**config.mk**
```make
export PLATFORM = sky130hd
export DESIGN_NAME = atten_ser_prog
export DESIGN_NICKNAME = d
export VERILOG_FILES = /design/src/rtl/atten_pkg.sv /design/src/rtl/atten_word_fmt.sv /design/src/rtl/atten_tick_timer.sv /design/src/rtl/atten_shift_seq.sv /design/src/rtl/atten_ser_prog.sv
export SDC_FILE = /design/constraint.sdc
export NUM_CORES = 1
export LEC_CHECK = 0
export ABC_AREA = 1
export BUFFER_PORTS_ARGS = -buffer_cell sky130_fd_sc_hd__buf_4
export CORE_MARGIN = 4
export CORE_UTILIZATION = 30
export DETAILED_ROUTE_END_ITERATION = 7
export GPL_ROUTABILITY_DRIVEN = 0
export PLACE_DENSITY_LB_ADDON = 0.3
export SYNTH_ARGS = -nofsm -noshare
export SYNTH_HDL_FRONTEND = slang
export SYNTH_SLANG_ARGS = --single-unit
export TNS_END_PERCENT = 5
```
**constraint.sdc**
```tcl
create_clock -name clk -period 1.79 [get_ports clk]
set_clock_uncertainty 0.1 [all_clocks]
set_input_delay 0.358 -clock clk [delete_from_list [all_inputs] [get_ports clk]]
set_output_delay 0.358 -clock clk [all_outputs]
set_load 0.02 [all_outputs]
```
**src/rtl/atten_pkg.sv**
```systemverilog
// Package: shared widths and sequencer state encoding for the serial
// attenuator programmer. Assumes an 8-bit word carrying a 6-bit code.
package atten_pkg;
    localparam int CODE_W = 6;
    localparam int WORD_W = CODE_W + 2;

    typedef enum logic [2:0] {
        ST_IDLE  = 3'd0,
        ST_LOW   = 3'd1,
        ST_HIGH  = 3'd2,
        ST_GAP   = 3'd3,
        ST_LATCH = 3'd4,
        ST_HOLD  = 3'd5
    } seq_state_t;
endpackage

```
**src/rtl/atten_word_fmt.sv**
```systemverilog
// Module: atten_word_fmt
// Clamps a half-dB request to the largest code and frames it as the
// attenuator word {0, code, 0}. Purely combinational.
// Assumes REQ_W >= CODE_W.
module atten_word_fmt #(
    parameter int REQ_W  = 8,
    parameter int CODE_W = 6,
    parameter int WORD_W = CODE_W + 2
) (
    input  logic [REQ_W-1:0]  req_val,
    output logic [WORD_W-1:0] word,
    output logic              over
);
    localparam int MAX_CODE = (1 << CODE_W) - 1;

    logic [CODE_W-1:0] code;

    // Clamp the request and build the framed word with both guard bits low.
    always_comb begin
        over = (req_val > REQ_W'(MAX_CODE));
        code = over ? CODE_W'(MAX_CODE) : req_val[CODE_W-1:0];
        word = {1'b0, code, 1'b0};
    end
endmodule

```
**src/rtl/atten_tick_timer.sv**
```systemverilog
// Module: atten_tick_timer
// Loadable down counter. It saturates at zero and flags zero as done.
// The sequencer loads duration-1 on entering a phase, so a phase lasts
// exactly "duration" cycles.
module atten_tick_timer #(
    parameter int CNT_W = 4
) (
    input  logic             clk,
    input  logic             rst_n,
    input  logic             load,
    input  logic [CNT_W-1:0] load_val,
    output logic             done
);
    logic [CNT_W-1:0] cnt;

    // Load on request, else count down to zero and stay there.
    always_ff @(posedge clk) begin
        if (!rst_n)          cnt <= '0;
        else if (load)       cnt <= load_val;
        else if (cnt != '0)  cnt <= cnt - 1'b1;
    end

    assign done = (cnt == '0);
endmodule

```
**src/rtl/atten_shift_seq.sv**
```systemverilog
// Module: atten_shift_seq
// Phase sequencer. It shifts a word out LSB first with a fixed high and
// low time, waits a setup gap, pulses the latch, then holds a guard
// interval. Data changes only together with the falling clock edge.
// Assumes every duration parameter is at least 1 and start only in idle.
module atten_shift_seq
    import atten_pkg::*;
#(
    parameter int WORD_W    = 8,
    parameter int HALF_CYC  = 5,
    parameter int GAP_CYC   = 2,
    parameter int LATCH_CYC = 4,
    parameter int GUARD_CYC = 4000
) (
    input  logic              clk,
    input  logic              rst_n,
    input  logic              start,
    input  logic [WORD_W-1:0] word,
    output logic              ser_clk,
    output logic              ser_data,
    output logic              ser_latch,
    output logic              busy
);
    localparam int MAX_A  = (HALF_CYC > GAP_CYC) ? HALF_CYC : GAP_CYC;
    localparam int MAX_B  = (LATCH_CYC > GUARD_CYC) ? LATCH_CYC : GUARD_CYC;
    localparam int MAX_D  = (MAX_A > MAX_B) ? MAX_A : MAX_B;
    localparam int CNT_W  = $clog2(MAX_D + 1);
    localparam int BIT_W  = (WORD_W > 1) ? $clog2(WORD_W) : 1;
    localparam logic [BIT_W-1:0] LAST_BIT = BIT_W'(WORD_W - 1);

    seq_state_t        state, nxt;
    logic [WORD_W-1:0] shreg, shreg_nxt;
    logic [BIT_W-1:0]  bitcnt, bitcnt_nxt;
    logic              t_load, t_done;
    logic [CNT_W-1:0]  t_val;

    atten_tick_timer #(.CNT_W(CNT_W)) u_timer (
        .clk      (clk),
        .rst_n    (rst_n),
        .load     (t_load),
        .load_val (t_val),
        .done     (t_done)
    );

    // Next phase, timer reload and shift bookkeeping.
    always_comb begin
        nxt        = state;
        t_load     = 1'b0;
        t_val      = '0;
        shreg_nxt  = shreg;
        bitcnt_nxt = bitcnt;
        case (state)
            ST_IDLE: if (start) begin
                nxt        = ST_LOW;
                t_load     = 1'b1;
                t_val      = CNT_W'(HALF_CYC - 1);
                shreg_nxt  = word;
                bitcnt_nxt = '0;
            end
            ST_LOW: if (t_done) begin
                nxt    = ST_HIGH;
                t_load = 1'b1;
                t_val  = CNT_W'(HALF_CYC - 1);
            end
            ST_HIGH: if (t_done) begin
                t_load = 1'b1;
                if (bitcnt == LAST_BIT) begin
                    nxt   = ST_GAP;
                    t_val = CNT_W'(GAP_CYC - 1);
                end else begin
                    nxt        = ST_LOW;
                    t_val      = CNT_W'(HALF_CYC - 1);
                    shreg_nxt  = shreg >> 1;
                    bitcnt_nxt = bitcnt + 1'b1;
                end
            end
            ST_GAP: if (t_done) begin
                nxt    = ST_LATCH;
                t_load = 1'b1;
                t_val  = CNT_W'(LATCH_CYC - 1);
            end
            ST_LATCH: if (t_done) begin
                nxt    = ST_HOLD;
                t_load = 1'b1;
                t_val  = CNT_W'(GUARD_CYC - 1);
            end
            ST_HOLD: if (t_done) nxt = ST_IDLE;
            default: nxt = ST_IDLE;
        endcase
    end

    // State, shift register and glitch-free registered line drivers.
    always_ff @(posedge clk) begin
        if (!rst_n) begin
            state     <= ST_IDLE;
            shreg     <= '0;
            bitcnt    <= '0;
            ser_clk   <= 1'b0;
            ser_data  <= 1'b0;
            ser_latch <= 1'b0;
        end else begin
            state     <= nxt;
            shreg     <= shreg_nxt;
            bitcnt    <= bitcnt_nxt;
            ser_clk   <= (nxt == ST_HIGH);
            ser_latch <= (nxt == ST_LATCH);
            ser_data  <= ((nxt == ST_LOW) || (nxt == ST_HIGH)) ? shreg_nxt[0] : 1'b0;
        end
    end

    assign busy = (state != ST_IDLE);
endmodule

```
**src/rtl/atten_ser_prog.sv**
```systemverilog
// Module: atten_ser_prog (top)
// Accepts half-dB requests over valid/ready, clamps and frames them, and
// drives the three-wire serial attenuator port. It flags clamped requests
// for one cycle. Assumes HALF_CYC, GAP_CYC, LATCH_CYC and GUARD_CYC are at
// least 1 and sized for the system clock.
module atten_ser_prog
    import atten_pkg::*;
#(
    parameter int REQ_W     = 8,
    parameter int HALF_CYC  = 5,
    parameter int GAP_CYC   = 2,
    parameter int LATCH_CYC = 4,
    parameter int GUARD_CYC = 4000
) (
    input  logic             clk,
    input  logic             rst_n,
    input  logic             req_valid,
    input  logic [REQ_W-1:0] req_halfdb,
    output logic             req_ready,
    output logic             ser_clk,
    output logic             ser_data,
    output logic             ser_latch,
    output logic             busy,
    output logic             sat_flag
);
    logic [WORD_W-1:0] word;
    logic              over;
    logic              accept;

    atten_word_fmt #(.REQ_W(REQ_W), .CODE_W(CODE_W), .WORD_W(WORD_W)) u_fmt (
        .req_val (req_halfdb),
        .word    (word),
        .over    (over)
    );

    atten_shift_seq #(
        .WORD_W    (WORD_W),
        .HALF_CYC  (HALF_CYC),
        .GAP_CYC   (GAP_CYC),
        .LATCH_CYC (LATCH_CYC),
        .GUARD_CYC (GUARD_CYC)
    ) u_seq (
        .clk       (clk),
        .rst_n     (rst_n),
        .start     (accept),
        .word      (word),
        .ser_clk   (ser_clk),
        .ser_data  (ser_data),
        .ser_latch (ser_latch),
        .busy      (busy)
    );

    assign req_ready = !busy;
    assign accept    = req_valid && req_ready;

    // One-cycle clamp indication for the request just accepted.
    always_ff @(posedge clk) begin
        if (!rst_n) sat_flag <= 1'b0;
        else        sat_flag <= accept && over;
    end
endmodule

```
==> run_results.csv <==
group,metric,value,unit
place,place_area,1790,um^2
place,place_ws,0.0353,ns
critical_path,cp-endpoint,"u_seq.u_timer.cnt[9]",
critical_path,path_common_cell,"nand2_4",
sta,period_minus_slack,1.68,ns
clock_network,root_buffer,"clkbuf_8",
die,start_util,31.7,%
cells_and_area,drive_gt1_share,20.1,%
run_status,outcome,"completed",
clock_network,clockBufferDepth,2,
sta,final-hold-violation-count,0,
detailed_routing,avgRoutedWirePerCell,10.6,um
critical_path,critPathArrivalTime,1.74,ns
synthesis,seq_area_frac_synth,37.7,%
critical_path,worst-r2r-setup-slack,0.11,ns
grt,grt_usage,12.0,%
detailed_routing,postRouteAntennaNets,0,
synthesis,syn_avg_cell_area,6.90,um^2
detailed_routing,vias,1421,
power,ir_drop,0.566,mV
critical_path,worstPathMaxFanout,10,
critical_path,cp.depth,11,
sta,slew_headroom,71.5,%
critical_path,path_delay_family,"simple AND/OR/NAND/NOR gates",
sta,worstMarginPinSlew,0.428,ns
grt,grt_pass1_wl,5.91,mm
worst_hold_path,min-delay-path-class,"input pin to flop",
synthesis,yosysTopAreaCell,"dfxtp_1",
cells_and_area,final_common_cell,"nand2_1",
clock_network,cts_tree,"built",
critical_path,critPathLaunchType,"flop",
critical_path,crit_path_end_kind,"flop",
clock_network,numClockSinks,29,
detailed_routing,viasPerCell,4.43,
place,hpwl,2.61,mm
die,core_area,4850,um^2
grt,grt_pass1_vias,1364,
critical_path,crit_chain,"inv_1 > ha_2 > nand2_4 > nor2_8 > nand2_8 > inv_8 > nand2_4 > nand2_4 > nor2_1 > nor2_1 > a21oi_1",
power,powerDensity,1800,nW/um^2
critical_path,max_stage_delay,0.31,ns
detailed_routing,drt_pass1_iterations,5,
sta,hold_ws,0.290,ns
die,die_y,79.6,um
synthesis,synth_fp_nets,237,
detailed_routing,routed_wirelength,3.40,mm
run,drv_cap,0,
critical_path,cp_slowest_cell,"dfxtp_1",
die,ios,17,
grt,grt_max_degree,14,
detailed_routing,post-route-drc-count,0,
sta,finalCritPeriodShare,93.6,%
critical_path,reg2reg_depth,11,
grt,grt_overflow,0,
synthesis,synth_cells,223,
clock_network,insertion_delay,0.28,ns
critical_path,startpoint,"u_seq.u_timer.cnt[0]",
synthesis,synth_area_leaders,"dfxtp_1, nand2_1, nor2_1, inv_1, xor2_1",
synthesis,netlist.area_leader.share,37.7,%
critical_path,r2r_end,"u_seq.u_timer.cnt[9]",
cells_and_area,layout_common_cells,"nand2_1, nor2_1, inv_1",
critical_path,crit_buf_inv,2,
die,die_w,79.6,um
sta,fin_tns_setup,0,ns
sta,setup_violations,0,
power,p_total,3.49,mW
die,dieArea,6340,um^2
critical_path,required,1.85,ns
synthesis,yosysWarnings,0,
clock_network,cts_buffers,5,
clock_network,cts.clk_slew.worst_paths,0.06,ns
cells_and_area,final_nets,268,
grt,grt_antenna_before_repair,0,
place,numPortBuffers,16,
sta,fmax,597,MHz
synthesis,ys_ff_latch,29,
die,num_rows,25,
critical_path,timing_worst_setup_path_type,"flop to flop",
cells_and_area,area_growth,26.4,%
cells_and_area,fin_area,1950,um^2
detailed_routing,initialDrtViolationCount,67,
sta,slew_violations,0,
sta,fin_ws,0.115,ns
critical_path,r2r_start,"u_seq.u_timer.cnt[0]",
cells_and_area,num_antenna_cells,0,
synthesis,synth_cell_types,22,
clock_network,cts.htree.levels,2,
power,leakagePower,0.971,nW
synthesis,synthesis.area,1540,um^2
## timing repair
item | 4_1_cts | 5_1_grt
hold buffers | 0 | 0
gates resized for setup | 0 | 10
buffers inserted | 0 | 2
endpoints found under the setup margin | 0 | 22
endpoints found under the hold margin | 0 | 0
## cell usage after synthesis (all sizes together)
master / count
o211a: 1
xor2: 9
nand3: 15
inv: 37
o21a: 4
nand2: 49
a21oi: 14
dfxtp: 29
nor2: 41
o21ai: 14
nand4: 3
ha: 3
nor3: 2
buf: 1
clkbuf: 1
## worst min-delay path by stage
stage,slack (ns),depth (start not counted),endpoint,startpoint
finish,0.29,2,u_seq.shreg[2],rst_n
global route,0.28,2,u_seq.shreg[2],rst_n
CTS,0.28,2,u_seq.shreg[3],rst_n
detailed placement,0.36,2,u_seq.shreg[6],u_seq.shreg[6]
global placement,0.36,2,u_seq.shreg[6],u_seq.shreg[6]
floorplan,0.34,2,u_seq.shreg[6],u_seq.shreg[6]
## layout make-up
cell class	instances	area [um^2]
Clock buffer	5	68.8
Inverter	37	149
Fill cell	539	2900
Timing Repair Buffer	26	195
Clock inverter	2	35.0
Multi-Input combinational cell	155	833
Sequential cell	29	581
Tap cell	67	83.8
## power breakdown
part | internal (mW) | switching [mW] | total [mW]
clock | 0.404 | 0.245 | 0.649
sequential | 0.808 | 0.0949 | 0.903
combinational | 0.748 | 1.19 | 1.94
## flip-flops by register name (all words and copies together), names as in the netlist
register / cells
u_seq.state: 3
u_seq.bitcnt: 3
u_seq.ser_data: 1
u_seq.ser_clk: 1
u_seq.shreg: 7
u_seq.u_timer.cnt: 12
sat_flag: 1
u_seq.ser_latch: 1
## per-layer routing
metal	up-vias	share of wire [%]	global-route usage, %
met5	-	0	0
met4	0	2.1	5.67
met3	7	3.3	3.05
met2	20	44	19.2
met1	638	50	15.1
li1	756	-	-
## metrics by stage
step                util [%]  cells
floorplan                  -    223
global placement        37.0    312
detailed placement      37.0    312
CTS                     39.1    319
global route            40.1    321
finish                  40.1    321
## kinds of logic (layout without fill, tap and decap cells)
logic type / after synthesis / after routing / share of synthesized area, %
xor+xnor: 9 / 9 / 5.12
fa+ha+maj: 3 / 3 / 2.44
flops: 29 / 29 / 37.7
buf+inv: 39 / 70 / 9.92
simple gates: 110 / 110 / 33.1
compound gates: 33 / 33 / 11.7
Note: power is estimated with default switching activity, not from simulation.
